--- config.mk ---
export PLATFORM = sky130hd
export DESIGN_NAME = i2c_ackstop_seq
export DESIGN_NICKNAME = d
export VERILOG_FILES = /design/src/rtl/i2c_seq_pkg.sv /design/src/rtl/i2c_line_sync.sv /design/src/rtl/i2c_brg_counter.sv /design/src/rtl/i2c_seq_fsm.sv /design/src/rtl/i2c_ackstop_seq.sv
export SDC_FILE = /design/constraint.sdc
export NUM_CORES = 1
export LEC_CHECK = 0
export ABC_CLOCK_PERIOD_IN_PS = 2100
export BUFFER_PORTS_ARGS = -buffer_cell sky130_fd_sc_hd__buf_2
export CAP_MARGIN = 0
export CORE_MARGIN = 10
export CORE_UTILIZATION = 30
export DETAILED_ROUTE_END_ITERATION = 12
export GPL_TIMING_DRIVEN = 0
export PLACE_DENSITY_LB_ADDON = 0.08
export SYNTH_ARGS = -nofsm -noshare
export SYNTH_HDL_FRONTEND = slang
export SYNTH_SLANG_ARGS = --single-unit
--- constraint.sdc ---
create_clock -name clk -period 2.1 [get_ports clk]
set_clock_uncertainty 0.2 [all_clocks]
set_input_delay 0.105 -clock clk [delete_from_list [all_inputs] [get_ports clk]]
set_output_delay 0.105 -clock clk [all_outputs]
set_load 0.02 [all_outputs]
--- src/rtl/i2c_seq_pkg.sv ---
package i2c_seq_pkg;

    localparam int SYNC_DEPTH = 2;

    typedef enum logic [3:0] {
        SQ_IDLE,
        SQ_ACK_LOW,
        SQ_ACK_REL,
        SQ_ACK_HIGH,
        SQ_STP_SDA,
        SQ_STP_CNT1,
        SQ_STP_SCLW,
        SQ_STP_CNT2,
        SQ_STP_SDAW,
        SQ_STP_CNT3
    } seq_state_e;

    typedef struct packed {
        logic scl_low;
        logic sda_low;
    } line_drv_t;

    typedef struct packed {
        logic ack_done;
        logic stop_done;
        logic stop_mark;
    } seq_evt_t;

    function automatic logic is_ack_state(seq_state_e s);
        return (s == SQ_ACK_LOW) || (s == SQ_ACK_REL) || (s == SQ_ACK_HIGH);
    endfunction

    function automatic logic is_stop_state(seq_state_e s);
        return (s != SQ_IDLE) && !is_ack_state(s);
    endfunction

endpackage

--- src/rtl/i2c_line_sync.sv ---
module i2c_line_sync #(
    parameter int LINES = 2,
    parameter int DEPTH = 2
) (
    input  logic             clk,
    input  logic             rst,
    input  logic [LINES-1:0] line_in,
    output logic [LINES-1:0] line_sync
);
    for (genvar i = 0; i < LINES; i++) begin : g_line
        logic [DEPTH-1:0] chain;
        always_ff @(posedge clk) begin
            if (rst) chain <= '1;
            else     chain <= {chain[DEPTH-2:0], line_in[i]};
        end
        assign line_sync[i] = chain[DEPTH-1];
    end
endmodule

--- src/rtl/i2c_brg_counter.sv ---
module i2c_brg_counter #(
    parameter int BRG_W = 8
) (
    input  logic             clk,
    input  logic             rst,
    input  logic [BRG_W-1:0] reload,
    input  logic             load,
    input  logic             run,
    output logic             done
);
    logic [BRG_W-1:0] cnt_q;

    assign done = run && (cnt_q == '0);

    always_ff @(posedge clk) begin
        if (rst)       cnt_q <= '0;
        else if (load) cnt_q <= reload;
        else if (run)  cnt_q <= done ? reload : cnt_q - 1'b1;
    end

    // each running cycle with a nonzero count steps down by one
    p_brg_step_r11: assert property (@(posedge clk) disable iff (rst)
        (run && !load && cnt_q != '0) |=> (cnt_q == $past(cnt_q) - 1'b1));
endmodule

--- src/rtl/i2c_seq_fsm.sv ---
module i2c_seq_fsm
    import i2c_seq_pkg::*;
(
    input  logic      clk,
    input  logic      rst,
    input  logic      ack_req,
    input  logic      stop_req,
    input  logic      ack_bit,
    input  logic      scl_s,
    input  logic      sda_s,
    input  logic      brg_done,
    output logic      brg_load,
    output logic      brg_run,
    output line_drv_t drv,
    output seq_evt_t  evt,
    output logic      ack_active,
    output logic      stop_active
);
    localparam logic [1:0] SETTLE = 2'(SYNC_DEPTH);

    seq_state_e state_q, state_d;
    line_drv_t  drv_q, drv_d;
    logic [1:0] age_q;
    logic       settled;

    assign settled = (age_q == SETTLE);

    always_comb begin
        state_d  = state_q;
        drv_d    = drv_q;
        brg_load = 1'b0;
        brg_run  = 1'b0;
        evt      = '0;
        unique case (state_q)
            SQ_IDLE: begin
                if (ack_req) begin
                    state_d       = SQ_ACK_LOW;
                    brg_load      = 1'b1;
                    drv_d.scl_low = 1'b1;
                    drv_d.sda_low = ~ack_bit;
                end else if (stop_req) begin
                    state_d       = SQ_STP_SDA;
                    drv_d.scl_low = 1'b1;
                    drv_d.sda_low = 1'b1;
                end
            end
            SQ_ACK_LOW: begin
                brg_run = 1'b1;
                if (brg_done) begin
                    state_d       = SQ_ACK_REL;
                    drv_d.scl_low = 1'b0;
                end
            end
            SQ_ACK_REL: begin
                if (settled && scl_s) begin
                    state_d  = SQ_ACK_HIGH;
                    brg_load = 1'b1;
                end
            end
            SQ_ACK_HIGH: begin
                brg_run = 1'b1;
                if (brg_done) begin
                    state_d       = SQ_IDLE;
                    drv_d.scl_low = 1'b1;
                    drv_d.sda_low = 1'b0;
                    evt.ack_done  = 1'b1;
                end
            end
            SQ_STP_SDA: begin
                if (settled && !sda_s) begin
                    state_d  = SQ_STP_CNT1;
                    brg_load = 1'b1;
                end
            end
            SQ_STP_CNT1: begin
                brg_run = 1'b1;
                if (brg_done) begin
                    state_d       = SQ_STP_SCLW;
                    drv_d.scl_low = 1'b0;
                end
            end
            SQ_STP_SCLW: begin
                if (settled && scl_s) begin
                    state_d  = SQ_STP_CNT2;
                    brg_load = 1'b1;
                end
            end
            SQ_STP_CNT2: begin
                brg_run = 1'b1;
                if (brg_done) begin
                    state_d       = SQ_STP_SDAW;
                    drv_d.sda_low = 1'b0;
                end
            end
            SQ_STP_SDAW: begin
                if (settled && sda_s && scl_s) begin
                    state_d       = SQ_STP_CNT3;
                    brg_load      = 1'b1;
                    evt.stop_mark = 1'b1;
                end
            end
            SQ_STP_CNT3: begin
                brg_run = 1'b1;
                if (brg_done) begin
                    state_d       = SQ_IDLE;
                    evt.stop_done = 1'b1;
                end
            end
            default: state_d = SQ_IDLE;
        endcase
    end

    always_ff @(posedge clk) begin
        if (rst) begin
            state_q <= SQ_IDLE;
            drv_q   <= '0;
            age_q   <= '0;
        end else begin
            state_q <= state_d;
            drv_q   <= drv_d;
            if (state_d != state_q) age_q <= '0;
            else if (!settled)      age_q <= age_q + 1'b1;
        end
    end

    assign drv         = drv_q;
    assign ack_active  = is_ack_state(state_q);
    assign stop_active = is_stop_state(state_q);

    // SCL is only pulled low during the acknowledge after SCL was seen high
    p_ack_high_seen_r3: assert property (@(posedge clk) disable iff (rst)
        (state_q == SQ_ACK_HIGH && $past(state_q) == SQ_ACK_REL) |-> $past(scl_s));
    // stop timing counts only once SDA is seen low
    p_stop_sda_seen_r5: assert property (@(posedge clk) disable iff (rst)
        (state_q == SQ_STP_CNT1 && $past(state_q) == SQ_STP_SDA) |-> !$past(sda_s));
endmodule

--- src/rtl/i2c_ackstop_seq.sv ---
module i2c_ackstop_seq
    import i2c_seq_pkg::*;
#(
    parameter int BRG_W  = 8,
    parameter int DATA_W = 8
) (
    input  logic              clk,
    input  logic              rst,
    input  logic [BRG_W-1:0]  brg_reload,
    input  logic              ack_req,
    input  logic              stop_req,
    input  logic              ack_bit,
    input  logic              buf_wr,
    input  logic [DATA_W-1:0] buf_wdata,
    input  logic              irq_clr,
    input  logic              wcol_clr,
    input  logic              scl_in,
    input  logic              sda_in,
    output logic              ack_busy,
    output logic              stop_busy,
    output logic              irq_flag,
    output logic              stop_seen,
    output logic              wcol_flag,
    output logic [DATA_W-1:0] buf_q,
    output logic              scl_drive_low,
    output logic              sda_drive_low
);
    localparam int LINES = 2;

    logic [LINES-1:0] line_s;
    logic             brg_load, brg_run, brg_done;
    line_drv_t        drv;
    seq_evt_t         evt;
    logic             busy, accept;

    i2c_line_sync #(.LINES(LINES), .DEPTH(SYNC_DEPTH)) u_sync (
        .clk(clk), .rst(rst),
        .line_in({scl_in, sda_in}),
        .line_sync(line_s)
    );

    i2c_brg_counter #(.BRG_W(BRG_W)) u_brg (
        .clk(clk), .rst(rst), .reload(brg_reload),
        .load(brg_load), .run(brg_run), .done(brg_done)
    );

    i2c_seq_fsm u_fsm (
        .clk(clk), .rst(rst),
        .ack_req(ack_req), .stop_req(stop_req), .ack_bit(ack_bit),
        .scl_s(line_s[1]), .sda_s(line_s[0]),
        .brg_done(brg_done), .brg_load(brg_load), .brg_run(brg_run),
        .drv(drv), .evt(evt),
        .ack_active(ack_busy), .stop_active(stop_busy)
    );

    assign busy          = ack_busy | stop_busy;
    assign accept        = !busy && (ack_req || stop_req);
    assign scl_drive_low = drv.scl_low;
    assign sda_drive_low = drv.sda_low;

    always_ff @(posedge clk) begin
        if (rst) begin
            irq_flag  <= 1'b0;
            stop_seen <= 1'b0;
            wcol_flag <= 1'b0;
            buf_q     <= '0;
        end else begin
            if (evt.ack_done || evt.stop_done) irq_flag <= 1'b1;
            else if (irq_clr)                  irq_flag <= 1'b0;

            if (evt.stop_mark)  stop_seen <= 1'b1;
            else if (accept)    stop_seen <= 1'b0;

            if (buf_wr && busy) wcol_flag <= 1'b1;
            else if (wcol_clr)  wcol_flag <= 1'b0;

            if (buf_wr && !busy) buf_q <= buf_wdata;
        end
    end

    // a write during a sequence is refused and flagged
    p_wcol_refuse_r8: assert property (@(posedge clk) disable iff (rst)
        (buf_wr && busy) |=> (wcol_flag && $stable(buf_q)));
    // interrupt flag holds until cleared
    p_irq_sticky_r9: assert property (@(posedge clk) disable iff (rst)
        (irq_flag && !irq_clr) |=> irq_flag);
    // never both sequences, and a stop request during an acknowledge is dropped
    p_one_seq_r10: assert property (@(posedge clk) disable iff (rst)
        !(ack_busy && stop_busy));
    p_ignore_req_r10: assert property (@(posedge clk) disable iff (rst)
        (ack_busy && stop_req) |=> !stop_busy);
    // acknowledge ends with SCL held, SDA released and the interrupt raised
    p_ack_end_r4: assert property (@(posedge clk) disable iff (rst)
        $fell(ack_busy) |-> (scl_drive_low && !sda_drive_low && irq_flag));
    // stop is marked only with both lines released
    p_stop_lines_r7: assert property (@(posedge clk) disable iff (rst)
        $rose(stop_seen) |-> (!scl_drive_low && !sda_drive_low && stop_busy));
endmodule

==> results_dict.tcl, run 1 <==
set metrics [dict create \
    final_nets 285 \
    routabilityCongestion 0.804 \
    firstDrtPassIters 4 \
    synth_async_sr_flop_share_pct 0 \
    maxCapViolCount 0 \
    ys.warnings.count 0 \
    clk_pin_slew_worst_paths_ns 0.08 \
    synthTopCellsByArea "dfxtp_1 (41%), a21oi_1 (7.6%), nand3_1 (4.9%)" \
    placed_area_sq_mm 0.00180 \
    coreArea_sq_mm 0.00482 \
    grt_overflow_total 0 \
    first_global_vias 1560 \
    drtAntennaViolNets 0 \
    ys_seq_elements 31 \
    clock_path_buffers 2 \
    syn_avg_cell_area_sq_um 8.31 \
    start_kind "flip-flop" \
    die-height_microns 91.2 \
    tns_ns 0 \
    grtUsageMet2_pct 17.2 \
    h-tree-depth 2 \
    dp.cells 289 \
    layout-drive-gt1-share_pct 34.6 \
    grt_pass1_wl_microns 7700 \
    max-slew-margin-rel_pct 62.0 \
    routed_wirelength_microns 4730 \
    syn-num-nets 212 \
    arrival_ns 2.10 \
    finalCritPeriodShare_pct 99.3 \
    yosysTopAreaCell "dfxtp_1" \
    vdd_drop_max_uv 344 \
    fin_hold_ws_ns 0.0135 \
    first_iter_violations 60 \
    ys_seq_area_share_pct 40.8 \
    tightest_slew_ns 0.571 \
    end_kind "flip-flop" \
    final_cells 324 \
    initial_utilization_pct 31.6 \
    fin_area_sq_mm 0.00230 \
    report.power.total_mw 2.17 \
    use_met3_pct 3.37 \
    io_pins 41 \
    cp.required_ns 2.12 \
    busiest_layer "met2" \
    min_from "ack_bit" \
    clockRootBuffer "clkbuf_8" \
    syn_inst 183 \
    cts_tree "built" \
    startpoint "u_brg.cnt_q[4]" \
    via_per_inst 4.94 \
    synth_edf_count 0 \
    synth_top_area_share_pct 40.8 \
    power_density_mw_per_mm2 945 \
    drc 0 \
    setup_viol 0 \
    cts_sinks 31 \
    grt_use_met1_pct 14.2 \
    fmax_ghz 0.480 \
    netlist_area_sq_mm 0.00152 \
    avgRoutedWirePerCell_microns 14.6 \
    grt_max_degree 11 \
    port_buffers 39 \
    n_antenna_cell 0 \
    report.final.hold_viol_count 0 \
    post-dp-hpwl_microns 3230 \
    drv_slew 0 \
    ys_types 48 \
    area.growth.synth_to_final_pct 51.2 \
    worstSkewPairLatency_ns 0.29 \
    fin_crit_ns 2.09 \
    leakage_nw 0.939 \
    synth_top_flop_cell "dfxtp_1" \
    holdCritPathClass "input port to flip-flop" \
    die_area_sq_mm 0.00832 \
    antenna_found_initial 0 \
    die_width_microns 91.2 \
    gr-usage-all-layers_pct 11.1 \
    vias 1601 \
    path_class "flip-flop to flip-flop" \
    path_max_fanout 5 \
    rsz0062_at_grt "true" \
    numCtsBuffers 5 \
    status "complete, no violations" \
    placementRows 25 \
    r2r-start "u_brg.cnt_q[4]" \
]
layout make-up:
cell class / instances / area, sq um
tap: 67 / 83.8
multi-input combinational: 135 / 932
clock buffer: 6 / 82.6
fill: 516 / 2520
clock inverter: 2 / 35.0
timing repair buffer: 67 / 459
sequential: 31 / 624
buffer: 10 / 60.1
inverter: 6 / 22.5
Yosys cell counts (all sizes together) (3+ instances only):
master,number
nand3,15
o21ai,6
buf,4
nor2,13
xnor2,4
dfxtp,31
inv,6
a31oi,6
or3,4
or4,3
or2,4
a21oi,23
nand2,17
clkbuf,7
nand2b,4
nor3,4
ha,3
state kept, by name (all words and copies together), names as in the netlist:
register             flops
wcol_flag                1
buf_q                    8
u_fsm.age_q              2
u_sync.g_line.chain      4
u_brg.cnt_q              8
u_fsm.state_q            4
stop_seen                1
irq_flag                 1
u_fsm.drv                2
stage by stage:
stage          worst slack (ns)  util (%)
2_1_floorplan            0.0933         -
3_3_place_gp             -0.342      37.4
3_5_place_dp             -0.288      37.4
6_report                 0.0147      47.7
5_1_grt                 -0.0575      47.7
4_1_cts                 -0.0219      45.1
where the power goes:
group	internal (mW)	total [mW]	leakage [nW]	switching, mW
Clock	0.384	0.627	0.0612	0.243
Sequential	0.674	0.761	0.256	0.0870
Combinational	0.368	0.785	0.621	0.417
Total	1.43	2.17	0.939	0.747
worst max-delay path, stage by stage, from the launching register on:
cell and delay (ns):
dfxtp_1 0.36, or4_4 0.59, or3_1 0.38, or3_1 0.31, a31oi_1 0.17
layout by cell type, fill, tap and decap left out, types with 5 or more instances in the layout:
master / n
buf_2: 40
dfxtp_1: 28
a21oi_1: 21
dlygate4sd3_1: 20
nand2_1: 17
nand3_1: 14
nor2_1: 12
buf_4: 7
clkbuf_8: 6
inv_1: 5
a31oi_1: 5
repair_timing:
item                                    in CTS  in global routing
endpoints found under the setup margin      22                 22
cloned                                       0                  1
resized for setup                           10                 25
buffers inserted                             2                  5
hold endpoints to repair                    20                  0
pin swaps                                    3                 12
hold buffers                                20                  0
cells by family (layout without fill, tap and decap cells):
kind of cell | Yosys count | count (layout) | synth area share (%)
simple gates | 77 | 77 | 27.2
compound gates | 49 | 49 | 21.0
flops | 31 | 31 | 40.8
buf+inv | 17 | 91 | 5.02
xor+xnor | 5 | 5 | 2.88
fa+ha+maj | 3 | 3 | 2.47
mux | 1 | 1 | 0.658
routing by layer:
metal,routed length (microns),share of wire (%)
met1,2250,48
met2,2170,46
met3,241,5.1
met4,59,1.2
met5,0,0
final timing paths:
path	end	cells after the start	slack, ns
worst max-delay path	u_brg.cnt_q[7]	4	0.01
worst min-delay path	u_fsm.drv[0]	4	0.01
worst max register to register	u_brg.cnt_q[7]	4	0.01
worst min register to register	u_sync.g_line[1].chain[1]	1	0.21
Power figures use the tool's default switching activity.
==> run 2: changes to the inputs <==
--- a/config.mk
+++ b/config.mk
@@ -8,8 +8,10 @@
 export ABC_CLOCK_PERIOD_IN_PS = 2100
 export BUFFER_PORTS_ARGS = -buffer_cell sky130_fd_sc_hd__buf_2
 export CAP_MARGIN = 0
+export CELL_PAD_IN_SITES_DETAIL_PLACEMENT = 1
+export CELL_PAD_IN_SITES_GLOBAL_PLACEMENT = 1
 export CORE_MARGIN = 10
-export CORE_UTILIZATION = 30
+export CORE_UTILIZATION = 34
 export DETAILED_ROUTE_END_ITERATION = 12
 export GPL_TIMING_DRIVEN = 0
 export PLACE_DENSITY_LB_ADDON = 0.08
==> run 2 against run 1 <==
Compared with the run above: power shrank 1.8%; count of clock-buffer cells in the layout grew 2; sequential power is essentially flat; final cell count shrank 4.0%; routed wire length grew 15%; setup slack lost 0.012 ns; global-route usage grew 3.6 points; first-iteration DRC count grew 33%; critical path type unchanged; worst hold slack gained 0.023 ns; highest routed layer unchanged; die area shrank 9.2%; sequential share of layout area grew 0.074 points; design area shrank 0.27%.
==> results_dict.tcl, run 2 (same netlist as run 1, synthesis figures left out) <==
set metrics [dict create \
    status "complete, no violations" \
    io_pins 41 \
    drtAntennaViolNets 0 \
    drc 0 \
    worstSkewPairLatency_ns 0.28 \
    vias 1676 \
    layout-drive-gt1-share_pct 35.9 \
    die_area_sq_mm 0.00755 \
    tns_ns 0 \
    clock_path_buffers 2 \
    placementRows 24 \
    firstDrtPassIters 4 \
    via_per_inst 5.39 \
    maxCapViolCount 0 \
    antenna_found_initial 0 \
    report.final.hold_viol_count 0 \
    fin_hold_ws_ns 0.0365 \
    final_nets 287 \
    multi_input_area_sq_um 941 \
    clk_pin_slew_worst_paths_ns 0.07 \
    p_comb_share_pct 39.7 \
    numCtsBuffers 5 \
    fmax_ghz 0.477 \
    area.growth.synth_to_final_pct 50.7 \
    fin_area_sq_mm 0.00229 \
    holdCritPathClass "input port to flip-flop" \
    grt_pass1_wl_microns 8830 \
    clockRootBuffer "clkbuf_8" \
    start_kind "flip-flop" \
    cp.required_ns 2.05 \
    routabilityCongestion 0.768 \
    fin_crit_ns 2.10 \
    seqCellArea_sq_um 624 \
    finalCritPeriodShare_pct 99.9 \
    report.power.total_mw 2.13 \
    initial_utilization_pct 34.9 \
    routed_wirelength_microns 5440 \
    vdd_drop_max_uv 474 \
    fillers 521 \
    die_width_microns 86.9 \
    coreArea_sq_mm 0.00435 \
    pre_cts_slack_ns -0.403 \
    p_switching_uw 765 \
    tightest_slew_ns 0.538 \
    power_density_mw_per_mm2 930 \
    setup_viol 0 \
    avgRoutedWirePerCell_microns 17.5 \
    final_util_pct 52.7 \
    reg_top3 "buf_q (8), u_brg.cnt_q (8)" \
    swShare_pct 35.8 \
    rsz0062_at_grt "true" \
    grt_overflow_total 0 \
    drv_slew 0 \
    cts_sinks 31 \
    grt_max_degree 11 \
    path_max_fanout 6 \
    end_kind "flip-flop" \
    first_iter_violations 80 \
    power.internal_mw 1.37 \
    n_antenna_cell 0 \
    mostFrequentLayoutCells "buf_2 (39), dfxtp_1 (28), a21oi_1 (20), dlygate4sd3_1 (20), nand2_1 (16)" \
    die-height_microns 86.9 \
    gr-usage-all-layers_pct 14.6 \
    setup_ws_ns 0.00244 \
    h-tree-depth 2 \
    final_cells 311 \
    mostFrequentLayoutCell "buf_2" \
    leakage_nw 0.941 \
    path_class "flip-flop to flip-flop" \
    seq_power_share_pct 35.8 \
    cts_tree "built" \
    arrival_ns 2.05 \
    dp.cells 274 \
    first_global_vias 1788 \
    port_buffers 39 \
    post-dp-hpwl_microns 3750 \
    placed_area_sq_mm 0.00178 \
    p_clk_share_pct 24.5 \
    max-slew-margin-rel_pct 64.1 \
]
==> run 2: worst paths after layout <==
check / depth (start not counted) / slack, ns / startpoint / endpoint
worst max-delay path: 7 / 0.002 / u_fsm.state_q[2] / u_brg.cnt_q[2]
worst min-delay path: 5 / 0.04 / rst / u_fsm.age_q[0]
worst max register to register: 7 / 0.002 / u_fsm.state_q[2] / u_brg.cnt_q[2]
worst min register to register: 1 / 0.21 / u_sync.g_line[0].chain[0] / u_sync.g_line[0].chain[1]
==> run 2: layout make-up <==
type	instances	area share [%]
inverters	6	0.982
repair buffers	69	20.8
well taps	52	2.84
plain buffers	10	2.73
multi-input cells	135	41.0
flip-flops and latches	31	27.2
clock buffers	8	4.36
==> run 2: worst max-delay path: stages, from the launching register on <==
cell and delay [ns]:
dfxtp_2 0.32, buf_6 0.11, or3b_4 0.38, a2111oi_4 0.45, a211oi_4 0.10, buf_6 0.16, a31oi_1 0.16, a21oi_1 0.08
==> run 2: routing by layer <==
layer	track usage (%)	wire, microns	part of all wire, %
met3	5.24	349	6.4
met2	24.0	2670	49
met4	6.48	161	3.0
met1	16.6	2260	42
met5	0	0	0
==> run 2: power groups by stage <==
| stage | clock network (mW) | logic [mW] | registers, mW |
|---|---|---|---|
| detailed placement | 0 | 0.637 | 0.759 |
| global route | 0.565 | 0.940 | 0.779 |
| finish | 0.522 | 0.847 | 0.764 |
| CTS | 0.536 | 0.741 | 0.752 |
| floorplan | 0 | 0.426 | 0.774 |
| global placement | 0 | 0.614 | 0.753 |
==> run 2: repair_timing <==
action                     in CTS  in global routing
resized for setup              19                 22
setup endpoints to repair      23                 22
cloned                          1                  0
buffers inserted                2                  8
hold buffers                   19                  1
hold endpoints to repair       19                  1
pin swaps                       4                 13
